===== config.mk =====
export PLATFORM = sky130hd
export DESIGN_NAME = ternary_pwm_gen
export DESIGN_NICKNAME = d
export VERILOG_FILES = /design/src/rtl/tpg_pkg.sv /design/src/rtl/tpg_guard_trim.sv /design/src/rtl/tpg_carrier.sv /design/src/rtl/tpg_dead_leg.sv /design/src/rtl/ternary_pwm_gen.sv
export SDC_FILE = /design/constraint.sdc
export NUM_CORES = 1
export LEC_CHECK = 0
export BUFFER_PORTS_ARGS = -buffer_cell sky130_fd_sc_hd__buf_2
export CORE_ASPECT_RATIO = 1.75
export CORE_MARGIN = 2
export CORE_UTILIZATION = 45
export CTS_BUF_LIST = sky130_fd_sc_hd__clkbuf_4
export CTS_CLUSTER_DIAMETER = 80
export DETAILED_ROUTE_END_ITERATION = 10
export GPL_TIMING_DRIVEN = 0
export PLACE_DENSITY_LB_ADDON = 0.12
export SYNTH_ARGS = -nofsm -noshare
export SYNTH_HDL_FRONTEND = slang
export SYNTH_SLANG_ARGS = --single-unit

===== constraint.sdc =====
create_clock -name clk -period 5.91 [get_ports clk]
set_clock_uncertainty 0.1 [all_clocks]
set_input_delay 1.773 -clock clk [delete_from_list [all_inputs] [get_ports clk]]
set_output_delay 1.773 -clock clk [all_outputs]
set_load 0.05 [all_outputs]

===== src/rtl/tpg_pkg.sv =====
package tpg_pkg;

    typedef enum logic [2:0] {
        LEG_OFF,
        LEG_LO,
        LEG_DT_HI,
        LEG_HI,
        LEG_DT_LO
    } leg_state_e;

    typedef enum logic {
        CAR_WAIT,
        CAR_RUN
    } car_state_e;

endpackage


===== src/rtl/tpg_guard_trim.sv =====
module tpg_guard_trim #(
    parameter int GUARD_W    = 5,
    parameter int TRIM_MAX   = 2,
    parameter int TRIM_EVERY = 4,
    parameter int GUARD_MIN  = 3,
    parameter int GUARD_MAX  = 8
) (
    input  logic               clk,
    input  logic               rst_n,
    input  logic               boundary_i,
    input  logic               isense_i,
    input  logic [GUARD_W-1:0] cfg_i,
    output logic [GUARD_W-1:0] guard_o
);
    localparam int TRIM_W = $clog2(TRIM_MAX + 1) + 1;
    localparam int PC_W   = $clog2(TRIM_EVERY + 1);
    localparam int SUM_W  = GUARD_W + 2;
    localparam logic signed [TRIM_W-1:0] TMAX_S = TRIM_W'(TRIM_MAX);
    localparam logic signed [TRIM_W-1:0] TMIN_S = -TMAX_S;
    localparam logic signed [SUM_W-1:0]  GMIN_S = SUM_W'(GUARD_MIN);
    localparam logic signed [SUM_W-1:0]  GMAX_S = SUM_W'(GUARD_MAX);

    logic signed [TRIM_W-1:0] trim_q, trim_nx;
    logic [PC_W-1:0]          pcnt_q;
    logic                     step;
    logic signed [SUM_W-1:0]  sum;

    // trim moves on the last period of each trim window
    always_comb begin
        step    = boundary_i && (pcnt_q == PC_W'(TRIM_EVERY - 1));
        trim_nx = trim_q;
        if (step) begin
            if (isense_i && (trim_q < TMAX_S))
                trim_nx = trim_q + 1'b1;
            else if (!isense_i && (trim_q > TMIN_S))
                trim_nx = trim_q - 1'b1;
        end
    end

    always_comb begin
        sum = $signed({2'b00, cfg_i}) +
              $signed({{(SUM_W - TRIM_W){trim_nx[TRIM_W-1]}}, trim_nx});
        if (sum < GMIN_S)
            guard_o = GUARD_W'(GUARD_MIN);
        else if (sum > GMAX_S)
            guard_o = GUARD_W'(GUARD_MAX);
        else
            guard_o = sum[GUARD_W-1:0];
    end

    always_ff @(posedge clk or negedge rst_n) begin
        if (!rst_n) begin
            trim_q <= '0;
            pcnt_q <= '0;
        end else if (boundary_i) begin
            trim_q <= trim_nx;
            pcnt_q <= step ? '0 : pcnt_q + 1'b1;
        end
    end

endmodule


===== src/rtl/tpg_carrier.sv =====
module tpg_carrier
    import tpg_pkg::*;
#(
    parameter int SAMPLE_W = 6,
    parameter int GUARD_W  = 5
) (
    input  logic                clk,
    input  logic                rst_n,
    input  logic [SAMPLE_W-1:0] sample_i,
    input  logic [GUARD_W-1:0]  guard_i,
    output logic                boundary_o,
    output logic                run_o,
    output logic [SAMPLE_W-1:0] width_o,
    output logic                want_a_o,
    output logic                want_b_o
);
    localparam int CNT_W  = SAMPLE_W - 1;
    localparam int MAG_W  = SAMPLE_W;
    localparam int PERIOD = 1 << CNT_W;

    car_state_e       state_q, state_nx;
    logic [CNT_W-1:0] cnt_q;
    logic [MAG_W-1:0] width_q;
    logic             neg_q;
    logic [MAG_W-1:0] mag;
    logic [MAG_W:0]   g_ext, top_lim, width_nx;

    assign boundary_o = (cnt_q == CNT_W'(PERIOD - 1));

    // magnitude and guard clamps
    always_comb begin
        mag     = sample_i[SAMPLE_W-1] ? (~sample_i + 1'b1) : sample_i;
        g_ext   = (MAG_W + 1)'(guard_i);
        top_lim = (MAG_W + 1)'(PERIOD) - g_ext;
        if (mag == '0)
            width_nx = '0;
        else if ({1'b0, mag} < g_ext)
            width_nx = g_ext;
        else if ({1'b0, mag} > top_lim)
            width_nx = top_lim;
        else
            width_nx = {1'b0, mag};
    end

    always_comb begin
        state_nx = state_q;
        unique case (state_q)
            CAR_WAIT: if (boundary_o) state_nx = CAR_RUN;
            CAR_RUN:  state_nx = CAR_RUN;
            default:  state_nx = CAR_WAIT;
        endcase
    end

    always_ff @(posedge clk or negedge rst_n) begin
        if (!rst_n) begin
            state_q <= CAR_WAIT;
            cnt_q   <= '0;
            width_q <= '0;
            neg_q   <= 1'b0;
        end else begin
            state_q <= state_nx;
            cnt_q   <= cnt_q + 1'b1;
            if (boundary_o) begin
                width_q <= width_nx[MAG_W-1:0];
                neg_q   <= sample_i[SAMPLE_W-1];
            end
        end
    end

    always_comb begin
        run_o    = (state_q == CAR_RUN);
        width_o  = width_q;
        want_a_o = run_o && !neg_q && ({1'b0, cnt_q} < width_q);
        want_b_o = run_o &&  neg_q && ({1'b0, cnt_q} < width_q);
    end

endmodule


===== src/rtl/tpg_dead_leg.sv =====
module tpg_dead_leg
    import tpg_pkg::*;
#(
    parameter int DEAD_TICKS = 2
) (
    input  logic clk,
    input  logic rst_n,
    input  logic en_i,
    input  logic want_i,
    output logic hi_o,
    output logic lo_o
);
    localparam int DC_W = $clog2(DEAD_TICKS + 1);
    localparam logic [DC_W-1:0] DLOAD = DC_W'(DEAD_TICKS - 1);

    leg_state_e      state_q, state_nx;
    logic [DC_W-1:0] dcnt_q, dcnt_nx;

    always_comb begin
        state_nx = state_q;
        dcnt_nx  = dcnt_q;
        unique case (state_q)
            LEG_OFF: begin
                if (en_i) state_nx = want_i ? LEG_HI : LEG_LO;
            end
            LEG_LO: begin
                if (want_i) begin
                    state_nx = LEG_DT_HI;
                    dcnt_nx  = DLOAD;
                end
            end
            LEG_DT_HI: begin
                if (!want_i) begin
                    state_nx = LEG_DT_LO;
                    dcnt_nx  = DLOAD;
                end else if (dcnt_q == '0) begin
                    state_nx = LEG_HI;
                end else begin
                    dcnt_nx = dcnt_q - 1'b1;
                end
            end
            LEG_HI: begin
                if (!want_i) begin
                    state_nx = LEG_DT_LO;
                    dcnt_nx  = DLOAD;
                end
            end
            LEG_DT_LO: begin
                if (want_i) begin
                    state_nx = LEG_DT_HI;
                    dcnt_nx  = DLOAD;
                end else if (dcnt_q == '0) begin
                    state_nx = LEG_LO;
                end else begin
                    dcnt_nx = dcnt_q - 1'b1;
                end
            end
            default: state_nx = LEG_OFF;
        endcase
    end

    always_ff @(posedge clk or negedge rst_n) begin
        if (!rst_n) begin
            state_q <= LEG_OFF;
            dcnt_q  <= '0;
        end else begin
            state_q <= state_nx;
            dcnt_q  <= dcnt_nx;
        end
    end

    always_comb begin
        hi_o = 1'b0;
        lo_o = 1'b0;
        unique case (state_q)
            LEG_HI:  hi_o = 1'b1;
            LEG_LO:  lo_o = 1'b1;
            default: begin
                hi_o = 1'b0;
                lo_o = 1'b0;
            end
        endcase
    end

endmodule


===== src/rtl/ternary_pwm_gen.sv =====
module ternary_pwm_gen #(
    parameter int SAMPLE_W   = 6,
    parameter int GUARD_W    = 5,
    parameter int DEAD_TICKS = 2,
    parameter int TRIM_MAX   = 2,
    parameter int TRIM_EVERY = 4
) (
    input  logic                clk,
    input  logic                rst_n,
    input  logic [SAMPLE_W-1:0] sample_i,
    input  logic [GUARD_W-1:0]  guard_cfg_i,
    input  logic                isense_i,
    output logic                a_hi_o,
    output logic                a_lo_o,
    output logic                b_hi_o,
    output logic                b_lo_o
);
    localparam int PERIOD    = 1 << (SAMPLE_W - 1);
    localparam int GUARD_MIN = DEAD_TICKS + 1;
    localparam int GUARD_MAX = PERIOD / 4;
    localparam int NUM_LEGS  = 2;

    logic                boundary_w, run_w;
    logic [GUARD_W-1:0]  guard_w;
    logic [SAMPLE_W-1:0] width_w;
    logic [NUM_LEGS-1:0] want_w, hi_w, lo_w;

    tpg_guard_trim #(
        .GUARD_W   (GUARD_W),
        .TRIM_MAX  (TRIM_MAX),
        .TRIM_EVERY(TRIM_EVERY),
        .GUARD_MIN (GUARD_MIN),
        .GUARD_MAX (GUARD_MAX)
    ) u_trim (
        .clk       (clk),
        .rst_n     (rst_n),
        .boundary_i(boundary_w),
        .isense_i  (isense_i),
        .cfg_i     (guard_cfg_i),
        .guard_o   (guard_w)
    );

    tpg_carrier #(
        .SAMPLE_W(SAMPLE_W),
        .GUARD_W (GUARD_W)
    ) u_car (
        .clk       (clk),
        .rst_n     (rst_n),
        .sample_i  (sample_i),
        .guard_i   (guard_w),
        .boundary_o(boundary_w),
        .run_o     (run_w),
        .width_o   (width_w),
        .want_a_o  (want_w[0]),
        .want_b_o  (want_w[1])
    );

    for (genvar i = 0; i < NUM_LEGS; i++) begin : g_leg
        tpg_dead_leg #(
            .DEAD_TICKS(DEAD_TICKS)
        ) u_leg (
            .clk   (clk),
            .rst_n (rst_n),
            .en_i  (run_w),
            .want_i(want_w[i]),
            .hi_o  (hi_w[i]),
            .lo_o  (lo_w[i])
        );
    end

    assign a_hi_o = hi_w[0];
    assign a_lo_o = lo_w[0];
    assign b_hi_o = hi_w[1];
    assign b_lo_o = lo_w[1];

endmodule


==> impl_metrics.py, run 1 <==
metrics = {
    "die": {
        "pin_count": 18,
        "core.rowCount": 35,
        "die_y_um": 101,
        "core-area_mm2": 0.00526,
        "die_area_mm2": 0.00603,
        "die_w_um": 59.6,
        "start_util": 0.463,
    },
    "worst_hold_path": {
        "hold_class": "reg -> reg",
        "hold_depth": 1,
    },
    "logic_synthesis": {
        "avgSynthCellArea_um2": 8.39,
        "async_flop_share": 1.00,
        "synth_edf_count": 0,
        "yosysUniqueCellTypes": 51,
        "synthFlopType": "dfrtp_1",
        "ys_seq_elements": 29,
        "ys.warnings.count": 0,
        "syn-cell-area_mm2": 0.00243,
        "synth.yosys.seq_area_share": 0.298,
        "synthCells": 290,
    },
    "critical_path": {
        "endpoint_kind": "flip-flop",
        "r2r_end": "u_car.width_o[0]$_DFFE_PN0N_",
        "critical_path.startpoint": "isense_i",
        "arrival_ns": 5.84,
        "r2r-start": "u_car.cnt_q[0]$_DFF_PN0_",
        "start_kind": "input pin",
        "worstPathRequired_ns": 6.02,
        "critPathCapture": "u_car.width_o[0]$_DFFE_PN0N_",
        "reg2reg_slack_ns": 0.57,
        "critPathKind": "in -> reg",
        "worstPathMaxFanout": 8,
        "r2r_cells": 26,
    },
    "outcome": {
        "status": "completed",
    },
    "route": {
        "antenna_left": 0,
        "dr.pass1.iters": 4,
        "drc": 0,
        "drt_iter0_drc": 60,
        "wl_per_cell_um": 13.5,
        "viasPerCell": 5.56,
        "routed_wirelength_um": 5190,
        "via_count": 2146,
    },
    "layout": {
        "layout.nets": 374,
        "final_cell_mix": "29 x dfrtp_1, 26 x inv_1, 26 x ha_1",
        "final_area_mm2": 0.00290,
        "area_growth_pct": 19.4,
        "post-route-util": 0.553,
        "fillerInstances": 485,
        "drive_gt1_frac": 0.215,
        "instances_no_fill": 386,
        "final_common_cell": "dfrtp_1",
    },
    "power": {
        "p_seq_frac": 0.349,
        "p_sw_frac": 0.417,
        "clockPowerShare": 0.163,
        "netSwitchingPower_uw": 293,
        "leakage_nw": 1.34,
        "power_density_mw_per_mm2": 241,
        "p_comb_frac": 0.488,
        "peakVddDrop_mv": 0.0823,
        "p_int_uw": 408,
    },
    "sta": {
        "max_freq_ghz": 0.175,
        "min_period_over_period": 0.968,
        "hold-worst-slack_ns": 0.381,
        "hold_viol_final": 0,
        "relSlewSlack": 0.579,
        "slew_violations": 0,
        "fin_crit_ns": 5.72,
        "worstMarginPinSlew_ns": 0.632,
        "setup_viol": 0,
    },
    "cts": {
        "clk_latency_ns": 0.33,
        "clockBufferDepth": 2,
        "cts_tree": "built",
        "htreeDepth": 2,
        "holdBufCountCts": 0,
        "clk_pin_slew_ns": 0.08,
        "cts_buffers": 5,
        "clock_sinks": 29,
        "cts_root_buffer": "clkbuf_4",
    },
    "placed_design": {
        "placed_cells": 363,
        "numPortBuffers": 17,
        "hpwl_um": 3870,
        "placed_cell_area_mm2": 0.00260,
        "routabilityCongestion": 0.853,
    },
    "global_route": {
        "grt_overflow_total": 0,
        "grt_pass1_wl_um": 8680,
        "antenna_found_initial": 1,
        "grt_usage": 0.184,
        "grt_pass1_vias": 2065,
        "grt_max_degree": 30,
    },
    "job": {
        "cap_violations": 0,
    },
}
-- routing by layer --
layer,wire length (um),GRT usage,vias up
met3,86,0.0204,9
met5,0,0,-
li1,-,-,1106
met2,2850,0.351,25
met4,129,0.0923,0
met1,2120,0.188,1006
-- how the worst min path moves through the flow --
stage | start | to
3_3_place_gp | u_car.cnt_q[0]$_DFF_PN0_ | u_car.cnt_q[0]$_DFF_PN0_
3_5_place_dp | u_car.cnt_q[0]$_DFF_PN0_ | u_car.cnt_q[0]$_DFF_PN0_
6_report | u_car.cnt_q[0]$_DFF_PN0_ | u_car.cnt_q[0]$_DFF_PN0_
4_1_cts | u_car.cnt_q[0]$_DFF_PN0_ | u_car.cnt_q[0]$_DFF_PN0_
5_1_grt | u_car.cnt_q[0]$_DFF_PN0_ | u_car.cnt_q[0]$_DFF_PN0_
2_1_floorplan | u_car.cnt_q[0]$_DFF_PN0_ | u_car.cnt_q[0]$_DFF_PN0_
-- synth_stat cells (3+ instances only) --
cell / n / area share
o21ai_0: 17 / 0.035
nand2b_1: 6 / 0.015
o221ai_1: 3 / 0.011
nor2b_1: 3 / 0.0077
ha_1: 29 / 0.15
clkbuf_1: 7 / 0.011
a21o_1: 5 / 0.015
nand2_1: 26 / 0.040
a31oi_1: 5 / 0.013
dfrtp_1: 29 / 0.30
inv_1: 28 / 0.043
nand4_1: 3 / 0.0077
and2_1: 5 / 0.013
a211o_1: 3 / 0.011
nor3b_1: 4 / 0.012
o21a_1: 3 / 0.0093
nand3_1: 5 / 0.010
xnor2_1: 11 / 0.040
o2111ai_1: 3 / 0.011
and3_1: 6 / 0.015
o22ai_1: 3 / 0.0077
nor3_1: 6 / 0.012
or2_2: 3 / 0.0077
a21oi_1: 22 / 0.045
nor2_1: 21 / 0.032
o211ai_1: 3 / 0.0093
-- worst max-delay path, cell delays in order --
cell and delay, ns:
buf_2 0.14, nand2b_4 0.15, o311ai_2 0.20, and3_1 0.21, buf_6 0.13, clkinvlp_4 0.15, ha_4 0.29, a2111o_1 0.40
a31oi_4 0.25, a21oi_4 0.09, o21ai_2 0.20, inv_2 0.07, ha_4 0.17, nor3b_4 0.14, ha_1 0.29, and3_4 0.19
o21ai_0 0.07, a21boi_1 0.19, o21ai_2 0.11, nand2_2 0.10, mux2_2 0.33, a22o_1 0.19
-- flip-flops by register name, indices dropped and copies added, names as in the netlist --
name and cells:
u_car.width_o 6, g_leg.u_leg.state_q 6, u_trim.trim_q 3, g_leg.u_leg.dcnt_q 4
u_car.run_o 1, u_car.neg_q 1, u_car.cnt_q 5, u_trim.pcnt_q 3
-- logic make-up after synthesis --
logic type,count (synthesis),share of synthesized area
other,2,0.00309
buffers and inverters,37,0.0617
XOR/XNOR,13,0.0468
AO/OA/AOI/OAI,81,0.218
multiplexers,3,0.0149
flip-flops,29,0.298
adder cells (fa/ha/maj),30,0.157
AND/OR/NAND/NOR,95,0.200
-- metrics by stage --
stage	setup WS [ns]	power, mW	setup TNS [ns]
after CTS	0.00512	0.685	0
after floorplan	0.0150	0.490	0
after global routing	-0.00896	0.757	-0.00974
after global placement	-0.683	0.558	-2.84
after detailed placement	-0.713	0.560	-3.04
final	0.187	0.701	0
-- repair_timing --
action                     CTS  global route
pin swaps                    7            15
setup endpoints to repair    5             6
resized for setup            9            19
cloned                       0             0
buffers inserted             5            11
-- area by class of cell --
cell class | instances | area, um2 | area share
multi-input combinational | 225 | 1700 | 0.586
clock buffer | 6 | 45.0 | 0.0155
inverter | 28 | 109 | 0.0375
sequential | 29 | 726 | 0.250
antenna | 1 | 2.50 | 0.000862
tap | 55 | 68.8 | 0.0237
clock inverter | 1 | 3.75 | 0.00129
buffer | 8 | 41.3 | 0.0142
timing repair buffer | 33 | 205 | 0.0707
-- power by group through the flow --
stage / logic (mW) / clock network, mW / registers (mW)
floorplan: 0.245 / 0 / 0.244
global placement: 0.310 / 0 / 0.248
CTS: 0.322 / 0.118 / 0.245
global route: 0.383 / 0.126 / 0.249
finish: 0.342 / 0.114 / 0.245
detailed placement: 0.310 / 0 / 0.249
Power figures use the tool's default switching activity.
==> run 2, diff against run 1 <==
==> constraint.sdc (replaced) <==
create_clock -name clk -period 5.91 [get_ports clk]
set_clock_uncertainty 0.1 [all_clocks]
set_input_delay 0.2955 -clock clk [delete_from_list [all_inputs] [get_ports clk]]
set_output_delay 0.2955 -clock clk [all_outputs]
set_load 0.05 [all_outputs]
==> run 2 against run 1 <==
  * Flip-flop and latch count did not move
  * Worst hold slack got worse by 0.20 ns
  * Combinational power fell by 7.3%
  * Global-route usage fell by 0.72 points
  * Final cell count fell by 2.8%
  * Critical endpoint unchanged
==> impl_metrics.py, run 2 (same netlist as run 1, synthesis figures left out) <==
metrics = {
    "power": {
        "netSwitchingPower_uw": 287,
        "p_comb_frac": 0.472,
        "peakVddDrop_mv": 0.0887,
        "p_int_uw": 385,
        "p_sw_frac": 0.427,
        "p_seq_frac": 0.364,
        "leakage_nw": 1.27,
        "power_density_mw_per_mm2": 248,
        "power_uw": 671,
        "clockPowerShare": 0.164,
    },
    "cts": {
        "cts_buffers": 5,
        "htreeDepth": 2,
        "clk_pin_slew_ns": 0.10,
        "clockBufferDepth": 2,
        "cts_root_buffer": "clkbuf_4",
        "cts_tree": "built",
        "clock_sinks": 29,
        "clk_latency_ns": 0.32,
    },
    "critical_path": {
        "crit_top_cell": "ha_1",
        "critPathKind": "reg -> reg",
        "slowest_delay_ns": 0.46,
        "r2r_cells": 25,
        "worstPathRequired_ns": 6.02,
        "arrival_ns": 5.65,
        "critical_path.startpoint": "u_car.cnt_q[0]$_DFF_PN0_",
        "reg2reg_slack_ns": 0.37,
        "cp.depth": 25,
        "start_kind": "flip-flop",
        "r2r-start": "u_car.cnt_q[0]$_DFF_PN0_",
        "r2r_end": "u_car.width_o[0]$_DFFE_PN0N_",
        "critPathCapture": "u_car.width_o[0]$_DFFE_PN0N_",
        "cp_top_family": "compound AO/OA/AOI/OAI gates",
        "crit_buf_inv": 1,
        "slowest_stage": "a2111o_1",
        "worstPathMaxFanout": 6,
        "endpoint_kind": "flip-flop",
    },
    "route": {
        "wl_per_cell_um": 12.8,
        "drt_iter0_drc": 133,
        "antenna_left": 0,
        "via_count": 2127,
        "viasPerCell": 5.67,
        "dr.pass1.iters": 6,
        "drc": 0,
        "routed_wirelength_um": 4800,
    },
    "layout": {
        "layout.nets": 363,
        "drive_gt1_frac": 0.131,
        "fillerInstances": 531,
        "post-route-util": 0.515,
        "antenna_cells": 0,
        "final_cell_mix": "29 x ha_1, 29 x dfrtp_1, 28 x inv_1",
        "area_growth_pct": 11.3,
    },
    "global_route": {
        "grt_overflow_total": 0,
        "grt_pass1_vias": 1965,
        "grt_usage": 0.177,
        "grt_pass1_wl_um": 8340,
        "antenna_found_initial": 0,
        "grt_max_degree": 30,
    },
    "outcome": {
        "status": "completed",
    },
    "sta": {
        "fin_crit_ns": 5.54,
        "max_freq_ghz": 0.181,
        "worstMarginPinSlew_ns": 0.649,
        "min_period_over_period": 0.937,
        "slew_violations": 0,
        "setup_viol": 0,
        "rsz0062_at_grt": "no",
        "hold-worst-slack_ns": 0.185,
        "relSlewSlack": 0.567,
        "hold_viol_final": 0,
    },
    "placed_design": {
        "hpwl_um": 3800,
        "numPortBuffers": 17,
        "routabilityCongestion": 0.825,
    },
    "die": {
        "die_w_um": 59.6,
        "die_area_mm2": 0.00603,
        "core-area_mm2": 0.00526,
        "die_y_um": 101,
        "core.rowCount": 35,
        "pin_count": 18,
        "start_util": 0.463,
    },
    "job": {
        "cap_violations": 0,
    },
    "worst_hold_path": {
        "hold_class": "in -> reg",
    },
}
run 2: per-layer routing:
layer	vias to the layer above	GRT usage	share of wire
li1	1088	-	-
met2	24	0.333	0.55
met3	10	0.0243	0.017
met4	0	0.0786	0.025
met5	-	0	0
met1	1005	0.186	0.41
run 2: layout make-up:
type / instances / area (um2) / share of cell area
flip-flops and latches: 29 / 726 / 0.268
multi-input cells: 225 / 1590 / 0.589
repair buffers: 21 / 118 / 0.0435
inverters: 28 / 105 / 0.0388
well taps: 55 / 68.8 / 0.0254
clock inverters: 3 / 12.5 / 0.00462
plain buffers: 9 / 45.0 / 0.0166
clock buffers: 5 / 37.5 / 0.0139
run 2: worst min path at each step:
| stage | depth (start not counted) | slack (ns) | from | endpoint |
|---|---|---|---|---|
| 3_5_place_dp | 1 | 0.26 | rst_n | g_leg[0].u_leg.dcnt_q[1]$_DFFE_PN0P_ |
| 4_1_cts | 3 | 0.17 | sample_i[5] | u_car.neg_q$_DFFE_PN0N_ |
| 6_report | 3 | 0.18 | sample_i[5] | u_car.neg_q$_DFFE_PN0N_ |
| 2_1_floorplan | 0 | -0.10 | rst_n | g_leg[0].u_leg.dcnt_q[0]$_DFFE_PN0P_ |
| 3_3_place_gp | 1 | 0.27 | rst_n | g_leg[0].u_leg.dcnt_q[1]$_DFFE_PN0P_ |
| 5_1_grt | 3 | 0.22 | sample_i[5] | u_car.neg_q$_DFFE_PN0N_ |
run 2: through the flow:
| step | setup slack, ns | cell area, um2 | TNS (ns) | cells |
|---|---|---|---|---|
| after floorplan | 0.621 | 2440 | 0 | 291 |
| after global placement | -0.114 | 2590 | -0.114 | 363 |
| after detailed placement | -0.114 | 2590 | -0.114 | 363 |
| after CTS | 0.0198 | 2650 | 0 | 372 |
| after global routing | 0.00905 | 2710 | 0 | 375 |
| final | 0.371 | 2710 | 0 | 375 |
run 2: repair_timing:
| action | CTS | global route |
|---|---|---|
| hold endpoints to repair | 29 | 0 |
| endpoints found under the setup margin | 2 | 6 |
| buffers inserted | 0 | 3 |
| pin swaps | 0 | 2 |
| hold buffers | 1 | 0 |
| gates resized for setup | 1 | 7 |
run 2: worst reg2reg max path: cells and delay by family (launching register included):
kind            cells  cell delay, ns
compound gates     11            2.27
buf+inv             1            0.16
simple gates        7            0.89
mux                 1            0.34
flops               1            0.41
fa+ha+maj           5            1.26
run 2: power groups by stage:
stage | logic [mW] | clock network [mW] | registers (mW)
floorplan | 0.244 | 0 | 0.244
global placement | 0.308 | 0 | 0.248
detailed placement | 0.310 | 0 | 0.248
CTS | 0.312 | 0.116 | 0.244
global route | 0.355 | 0.124 | 0.248
finish | 0.317 | 0.110 | 0.244
